<file path="src/rtl/adma_pkg.sv">
package adma_pkg;
  localparam int HW_W   = 16;   // sample halfword width
  localparam int RAM_AW = 20;   // halfword address: 2 MB sound RAM

  typedef logic [HW_W-1:0]   hword_t;
  typedef logic [RAM_AW-1:0] ram_addr_t;

  typedef struct packed {
    ram_addr_t addr;
    hword_t    data;
  } ram_wr_t;
endpackage

</file>
<file path="src/rtl/adma_status_reg.sv">
// Auto-DMA run register: software-writable, self-clearing run bits at block end.
module adma_status_reg #(
  parameter int CORE_ID = 0,
  parameter int W       = 16
) (
  input  logic         clk,
  input  logic         rst_n,
  input  logic         sw_we,
  input  logic [W-1:0] sw_wdata,
  input  logic         clr_run,
  output logic [W-1:0] stat,
  output logic         run_en
);
  localparam logic [W-1:0] MASK = W'(CORE_ID + 1);

  logic [W-1:0] hit;
  logic [W-1:0] nxt;

  // One match term per bit; only the mask bits survive.
  for (genvar b = 0; b < W; b++) begin : g_hit
    assign hit[b] = stat[b] & MASK[b];
  end
  assign run_en = |hit;

  always_comb begin
    nxt = sw_we ? sw_wdata : stat;
    if (clr_run) nxt[1:0] = 2'b00;   // block end wins over software
  end

  always_ff @(posedge clk) begin
    if (!rst_n) stat <= '0;
    else        stat <= nxt;
  end
endmodule

</file>
<file path="src/rtl/adma_offset_ctr.sv">
// Transfer offset: position within block plus left/right side bit.
module adma_offset_ctr #(
  parameter int BLOCK_HW = 256
) (
  input  logic                        clk,
  input  logic                        rst_n,
  input  logic                        step,
  output logic [$clog2(BLOCK_HW)-1:0] pos,
  output logic                        side_right,
  output logic                        blk_end
);
  localparam int BLK_W = $clog2(BLOCK_HW);
  localparam int OFS_W = BLK_W + 1;

  logic [OFS_W-1:0] ofs;

  assign pos        = ofs[BLK_W-1:0];
  assign side_right = ofs[BLK_W];
  // The step that fills the last slot takes the offset to a block multiple.
  assign blk_end    = step & (&ofs[BLK_W-1:0]);

  always_ff @(posedge clk) begin
    if (!rst_n)    ofs <= '0;
    else if (step) ofs <= ofs + OFS_W'(1);
  end
endmodule

</file>
<file path="src/rtl/adma_addr_map.sv">
// Fixed-base address map for the striped stereo buffers.
module adma_addr_map
  import adma_pkg::*;
#(
  parameter ram_addr_t LEFT_BASE  = 20'h02000,
  parameter ram_addr_t RIGHT_BASE = 20'h02200,
  parameter int        BLK_W      = 8
) (
  input  logic [BLK_W-1:0] pos,
  input  logic             side_right,
  output ram_addr_t        addr
);
  ram_addr_t base;
  ram_addr_t pos_ext;

  assign base    = side_right ? RIGHT_BASE : LEFT_BASE;
  assign pos_ext = {{(RAM_AW-BLK_W){1'b0}}, pos};
  assign addr    = base + pos_ext;   // truncation gives modulo 2^RAM_AW
endmodule

</file>
<file path="src/rtl/stereo_adma_writer.sv">
module stereo_adma_writer
  import adma_pkg::*;
#(
  parameter int        CORE_ID    = 0,
  parameter ram_addr_t LEFT_BASE  = 20'h02000,
  parameter ram_addr_t RIGHT_BASE = 20'h02200,
  parameter int        BLOCK_HW   = 256
) (
  input  logic              clk,
  input  logic              rst_n,
  input  logic              s_valid,
  output logic              s_ready,
  input  logic [HW_W-1:0]   s_data,
  output logic              ram_we,
  output logic [RAM_AW-1:0] ram_addr,
  output logic [HW_W-1:0]   ram_wdata,
  input  logic              ctl_we,
  input  logic [HW_W-1:0]   ctl_wdata,
  output logic [HW_W-1:0]   ctl_rdata,
  output logic              need_data,
  output logic              dma_stop,
  output logic              dma_done_irq
);
  localparam int BLK_W = $clog2(BLOCK_HW);

  logic             run_en;
  logic             accept;
  logic             blk_end;
  logic [BLK_W-1:0] pos;
  logic             side_right;
  ram_addr_t        map_addr;
  ram_wr_t          wr_q;

  assign s_ready = run_en;
  assign accept  = s_valid & run_en;

  adma_status_reg #(.CORE_ID(CORE_ID), .W(HW_W)) u_stat (
    .clk      (clk),
    .rst_n    (rst_n),
    .sw_we    (ctl_we),
    .sw_wdata (ctl_wdata),
    .clr_run  (blk_end),
    .stat     (ctl_rdata),
    .run_en   (run_en)
  );

  adma_offset_ctr #(.BLOCK_HW(BLOCK_HW)) u_ofs (
    .clk        (clk),
    .rst_n      (rst_n),
    .step       (accept),
    .pos        (pos),
    .side_right (side_right),
    .blk_end    (blk_end)
  );

  adma_addr_map #(.LEFT_BASE(LEFT_BASE), .RIGHT_BASE(RIGHT_BASE), .BLK_W(BLK_W)) u_map (
    .pos        (pos),
    .side_right (side_right),
    .addr       (map_addr)
  );

  always_ff @(posedge clk) begin
    if (!rst_n) begin
      ram_we       <= 1'b0;
      wr_q         <= '0;
      need_data    <= 1'b1;
      dma_stop     <= 1'b0;
      dma_done_irq <= 1'b0;
    end else begin
      ram_we       <= accept;
      dma_stop     <= blk_end;
      dma_done_irq <= blk_end;
      if (accept) wr_q <= '{addr: map_addr, data: s_data};
      // Flag tracks the last attempt; a block end re-raises it.
      if (run_en) need_data <= ~s_valid | blk_end;
    end
  end

  assign ram_addr  = wr_q.addr;
  assign ram_wdata = wr_q.data;
endmodule

</file>
<file path="config.mk">
export PLATFORM = sky130hd
export DESIGN_NAME = stereo_adma_writer
export DESIGN_NICKNAME = d
export VERILOG_FILES = /design/src/rtl/adma_pkg.sv /design/src/rtl/adma_status_reg.sv /design/src/rtl/adma_offset_ctr.sv /design/src/rtl/adma_addr_map.sv /design/src/rtl/stereo_adma_writer.sv
export SDC_FILE = /design/constraint.sdc
export NUM_CORES = 1
export LEC_CHECK = 0
export CAP_MARGIN = 20
export CORE_MARGIN = 2
export CORE_UTILIZATION = 44
export DETAILED_ROUTE_END_ITERATION = 16
export GPL_TIMING_DRIVEN = 0
export PLACE_DENSITY = 0.84
export SLEW_MARGIN = 15
export SYNTH_ARGS = -nofsm -noshare
export SYNTH_HDL_FRONTEND = slang
export SYNTH_SLANG_ARGS = --single-unit
</file>
<file path="constraint.sdc">
create_clock -name clk -period 2.06 [get_ports clk]
set_input_delay 0.412 -clock clk [delete_from_list [all_inputs] [get_ports clk]]
set_output_delay 0.412 -clock clk [all_outputs]
set_load 0.05 [all_outputs]
</file>
==> results by group, run 1 <==
Power
  – Pint: 1.50 mW
  – Leak: 1.17 nW
  – Clk pwr share: 29.4%
  – Power density over the cells: 687 mW/mm²
  – VDD IR-drop max: 0.000327 V
  – Combinational Power Share: 18.3%
  – Sequential share of power: 52.3%
  – Switching portion of total power: 28.2%
  – Net Sw Power: 0.589 mW

Yosys
  – Post-synthesis cell area: 0.00203 mm²
  – Synth warn: 0
  – Post-synth EDFFs: 0
  – Synthesized netlist cell count: 232
  – Asr flop ratio synth: 0%
  – Synth unique cells: 27
  – Post-synth top cells: nand2_1, dfxtp_1, a21oi_1, nor2_1, mux2i_1
  – Largest cells by area after synthesis: dfxtp_1, nand2_1, mux2i_1, a21oi_1, buf_4
  – Syn_area_per_cell: 8.76 µm²
  – Register area share after synthesis: 53.2%
  – Most common cell in the netlist: nand2_1
  – Dominant synthesized flop cell: dfxtp_1
  – Yosys reg bits: 54
  – Area leader, netlist: dfxtp_1
  – Top cell type's share of synthesized area: 53.2%

Timing
  – Final period util: 96.4%
  – Worst slew pin tran: 0.540 ns
  – Final worst slack: 0.0735 ns
  – Setup TNS: 0 ns
  – Final setup viols: 0
  – Skew final: 0.00683 ns
  – Fmax: 503 MHz
  – Final Slew Violations: 0
  – Final hold violations: 0
  – RSZ-0062 raised after global routing: no
  – Tmin final: 1.99 ns
  – Worst hold margin: 0.455 ns
  – Worst slew margin: 63.9%

Route
  – DR WL/cell: 12.2 µm
  – DRT iter0 DRCs: 63
  – Routed WL: 4.68 mm
  – TritonRoute pass-1 iters: 4
  – Via Count: 1,817
  – DRC: 0
  – ANT nets after route: 0
  – DR vias/cell: 4.76

Final layout
  – Area growth from synthesis to layout: 49.3%
  – Layout cells sized above 1: 7.88%
  – Non-Filler Instances: 382
  – Nets: 366
  – Final Util: 68.7%
  – Ant diodes: 0

GRT
  – First-pass GRT wire length: 7.91 mm
  – Overall routing resource usage: 19.2%
  – Largest net degree at the start of global routing: 17
  – Total congestion overflow: 0
  – Vias in the first global route: 1,750
  – Antenna violations before repair: 0

Placed design
  – Final Wtd Congestion: 0.812
  – Placed Instances: 374
  – Post-detail-place hpwl: 3.48 mm
  – IO Port Bufs: 81
  – Pre-CTS setup slack: 0.218 ns

Floorplan
  – Core footprint: 0.00441 mm²
  – Die W: 72.0 µm
  – Top Ports: 93
  – Initial Utilization: 46.0%
  – Die span in y: 72.0 µm
  – Row count: 24
  – Die ar.: 0.00518 mm²

Hold path
  – HP Class: flip-flop to flip-flop

Clock tree
  – Worst-skew pair later-pin latency: 0.30 ns
  – CTS Sinks: 54
  – Post-CTS setup buffer count: 0
  – Clock transition at path regs: 0.09 ns
  – Hold buffer count at cts: 0
  – Htree depth: 2
  – CTS tree: yes
  – Root buffer cell: clkbuf_8
  – Cts repair resizes: 2
  – Clk buf depth: 2
  – CTS buffer count: 5

Status
  – Outcome: finished clean

Worst setup path
  – Critical path arrival: 1.57 ns
  – CP max-delay cell: clkdlybuf4s50_1
  – CP required: 1.65 ns
  – Maximum single-stage delay on the critical path: 0.78 ns
  – Startpoint Class: flip-flop
  – Worst Path Max Fanout: 2
  – Crit-path cells: buf_4, clkdlybuf4s50_1
  – Worst setup path class: flip-flop to output pin
  – Type of element capturing the critical path: output pin

Run
  – Max_cap viols: 0
power groups by stage:
stage,sequential [mW],clock [mW],combinational (mW)
after floorplan,1.22,0,0.135
after global placement,1.11,0,0.380
after detailed placement,1.12,0,0.384
after CTS,1.09,0.623,0.383
after global routing,1.10,0.670,0.403
final,1.09,0.613,0.381
metrics by stage:
stage | power, mW | area, µm²
3_5_place_dp | 1.50 | 2940
4_1_cts | 2.10 | 3030
5_1_grt | 2.17 | 3030
6_report | 2.09 | 3030
3_3_place_gp | 1.49 | 2940
2_1_floorplan | 1.35 | 2070
worst max-delay path: cells and delay by family (launching register included):
| kind | cells | cell delay [ns] |
|---|---|---|
| flops | 1 | 0.37 |
| buf+inv | 2 | 0.89 |
logic make-up after synthesis:
family / count (synthesis) / share of synthesized area [%]
flops: 54 / 53.2
compound gates: 36 / 9.24
other cells: 1 / 0.185
simple gates: 94 / 19.8
xor+xnor: 2 / 0.862
buf+inv: 26 / 7.20
fa+ha+maj: 1 / 0.616
mux: 18 / 8.87
placed cells by master, fill, tap and decap left out, types with 2 or more instances in the layout:
master | netlist | routed
clkbuf_8 | 0 | 6
clkdlybuf4s50_1 | 0 | 79
mux2i_1 | 18 | 18
conb_1 | 1 | 10
dlygate4sd2_1 | 0 | 2
nand3_1 | 4 | 4
nor3_1 | 3 | 3
nand4_1 | 2 | 2
nor2_1 | 19 | 19
or4_1 | 2 | 2
a21oi_1 | 30 | 30
or3_1 | 2 | 2
nand2b_1 | 2 | 2
buf_4 | 12 | 12
nand2_1 | 55 | 55
dfxtp_1 | 54 | 54
buf_2 | 3 | 3
o31ai_1 | 2 | 2
clkbuf_1 | 10 | 10
o21ai_0 | 3 | 3
worst paths after layout:
kind	slack, ns	cells after the start	from	end
max	0.07	2	dma_done_irq$_SDFF_PN0_	dma_stop
min	0.45	2	ram_wdata[9]$_SDFFE_PN0P_	ram_wdata[9]$_SDFFE_PN0P_
max reg2reg	0.62	3	u_stat.stat[0]$_SDFFE_PP0P_	u_ofs.ofs[5]$_SDFFE_PN0P_
min reg2reg	0.45	2	ram_wdata[9]$_SDFFE_PN0P_	ram_wdata[9]$_SDFFE_PN0P_
sequential cells by signal, indices dropped and copies added (netlist names):
signal / cells
ram_we: 1
need_data: 1
ram_addr: 10
ram_wdata: 16
u_stat.stat: 16
dma_done_irq: 1
u_ofs.ofs: 9
layout make-up:
type | count | area (µm²)
inverters | 1 | 3.75
clock buffers | 6 | 82.6
repair buffers | 81 | 808
multi-input cells | 161 | 838
well taps | 52 | 65.1
flip-flops and latches | 54 | 1080
clock inverters | 2 | 12.5
plain buffers | 25 | 143
fillers | 375 | 1380
per-layer routing:
metal,GRT usage (%),vias up,part of all wire [%]
li1,-,939,-
met1,24.9,812,47
met2,32.0,60,45
met3,4.17,6,6.7
met4,6.29,0,1.0
met5,0,-,0
Power figures use the tool's default switching activity.
==> inputs of run 2 (changes only) <==
--- a/config.mk
+++ b/config.mk
@@ -7,10 +7,12 @@
 export LEC_CHECK = 0
 export CAP_MARGIN = 20
 export CORE_MARGIN = 2
-export CORE_UTILIZATION = 44
+export CORE_UTILIZATION = 55
+export CTS_CLUSTER_SIZE = 14
 export DETAILED_ROUTE_END_ITERATION = 16
+export DONT_BUFFER_PORTS = 1
 export GPL_TIMING_DRIVEN = 0
-export PLACE_DENSITY = 0.84
+export PLACE_DENSITY = 0.7
 export SLEW_MARGIN = 15
 export SYNTH_ARGS = -nofsm -noshare
 export SYNTH_HDL_FRONTEND = slang
==> run 2 against run 1 <==
- global-route usage rose by 0.27 points
- cell count fell by 22%
- sequential share of layout area rose by 13 points
- clock-buffer cell count rose by 1
- fmax rose by 7.2%
- clock power fell by 4.9%
- cell area fell by 27%
- die area fell by 19%
- critical endpoint is now ctl_rdata[0]
- first-iteration DRC count rose by 7.9%
- largest power group unchanged
- critical path depth fell by 1
- power fell by 7.2%
- sequential cell count did not move
==> results by group, run 2 (synthesis gave the netlist of run 1 again) <==
Floorplan
  – Core footprint: 0.00361 mm²
  – Die W: 64.8 µm
  – Initial Utilization: 56.3%
  – Row count: 22
  – Die span in y: 64.8 µm
  – Die ar.: 0.00420 mm²
  – Top Ports: 93

Timing
  – Setup TNS: 0 ns
  – Final period util: 90.0%
  – Tmin final: 1.85 ns
  – Fmax: 540 MHz
  – Final hold violations: 0
  – Skew final: 0.00463 ns
  – Final setup viols: 0
  – Final Slew Violations: 0
  – RSZ-0062 raised after global routing: no
  – Worst slew margin: 49.4%
  – Worst slew pin tran: 0.757 ns
  – Final worst slack: 0.207 ns

Worst setup path
  – CP max-delay cell: dfxtp_1
  – CP required: 1.65 ns
  – Critical path arrival: 1.44 ns
  – Worst setup path class: flip-flop to output pin
  – RR Startpoint: u_stat.stat[0]$_SDFFE_PP0P_
  – Maximum single-stage delay on the critical path: 0.82 ns
  – Cell family with most CP delay: flip-flops
  – Worst Path Max Fanout: 8
  – Type of element capturing the critical path: output pin
  – Crit-path cells: buf_4
  – Buf/Inv on CP: 1
  – CP startpoint: u_stat.stat[0]$_SDFFE_PP0P_
  – Startpoint Class: flip-flop

Hold path
  – HP Class: input pin to flip-flop
  – Hold wc startpoint: s_data[14]

Clock tree
  – Cts repair resizes: 0
  – Worst-skew pair later-pin latency: 0.30 ns
  – Clock transition at path regs: 0.09 ns
  – Clk buf depth: 2
  – Post-CTS setup buffer count: 0
  – Htree depth: 2
  – CTS Sinks: 54
  – Root buffer cell: clkbuf_8
  – Hold buffer count at cts: 0
  – CTS buffer count: 5
  – CTS tree: yes

Route
  – ANT nets after route: 0
  – Top sig layer: met4
  – Met3 Wirelength: 406 µm
  – DRT iter0 DRCs: 68
  – WL met1: 1.67 mm
  – WL met2: 1.74 mm
  – TritonRoute pass-1 iters: 4
  – DR WL/cell: 13.0 µm
  – DRC: 0
  – Via Count: 1,511
  – Routed WL: 3.87 mm
  – DR vias/cell: 5.09

Final layout
  – Layout cells sized above 1: 10.0%
  – Non-Filler Instances: 297
  – Commonest cells after routing, fill and taps aside: nand2_1, dfxtp_1, a21oi_1, nor2_1, mux2i_1
  – Register area: 0.00108 mm²
  – Area growth from synthesis to layout: 9.11%
  – # fillers: 341
  – Cell area after layout: 0.00222 mm²
  – Most common cell after layout, fill and taps aside: nand2_1
  – Ant diodes: 0
  – Area of the multi-input gates: 838 µm²
  – Nets: 285

GRT
  – Largest net degree at the start of global routing: 16
  – Overall routing resource usage: 19.5%
  – Total congestion overflow: 0
  – First-pass GRT wire length: 6.32 mm
  – Vias in the first global route: 1,392
  – Antenna violations before repair: 0

Placed design
  – IO Port Bufs: 0
  – Final Wtd Congestion: 0.801
  – Placed Instances: 289
  – Post-detail-place hpwl: 2.80 mm
  – Placed Area: 0.00213 mm²
  – Pre-CTS setup slack: 0.255 ns

Status
  – Outcome: finished clean

Power
  – Leak: 0.866 nW
  – Tot Pwr: 1.93 mW
  – Power density over the cells: 872 mW/mm²
  – VDD IR-drop max: 0.000514 V

Run
  – Max_cap viols: 0
==> run 2: cell count changes in the layout (fill, tap and decap cells not counted) <==
| cell | delta |
|---|---|
| dlygate4sd2_1 | -2 |
| clkinvlp_4 | -1 |
| clkbuf_1 | +1 |
| clkdlybuf4s50_1 | -79 |
==> run 2: final cells by class <==
class / count / area share (%)
well taps: 48 / 2.71
multi-input cells: 161 / 37.8
flip-flops and latches: 54 / 48.8
plain buffers: 25 / 6.43
inverters: 1 / 0.169
clock inverters: 1 / 0.226
clock buffers: 7 / 3.89
==> run 2: metrics by stage <==
step | utilization [%] | hold slack, ns
3_3_place_gp | 59.0 | 0.458
3_5_place_dp | 59.0 | 0.463
2_1_floorplan | - | 0.440
5_1_grt | 61.5 | 0.216
4_1_cts | 61.5 | 0.228
6_report | 61.5 | 0.239
==> run 2: per-layer routing <==
layer	global-route usage, %	vias up
li1	-	773
met1	22.6	671
met2	32.0	62
met3	8.68	5
met4	6.38	0
met5	0	-
==> run 2: worst paths after layout <==
kind | to | slack [ns] | cells after the start
min | ram_wdata[14]$_SDFFE_PN0P_ | 0.24 | 2
max | ctl_rdata[0] | 0.21 | 1
max reg2reg | u_ofs.ofs[7]$_SDFFE_PN0P_ | 0.23 | 4
min reg2reg | ram_addr[9]$_SDFFE_PN0P_ | 0.47 | 2
==> run 2: where the power goes <==
part	total, mW	internal [mW]	switching, mW
registers	1.20	1.07	0.126
logic	0.152	0.0490	0.103
clock network	0.583	0.272	0.311
total	1.93	1.39	0.540
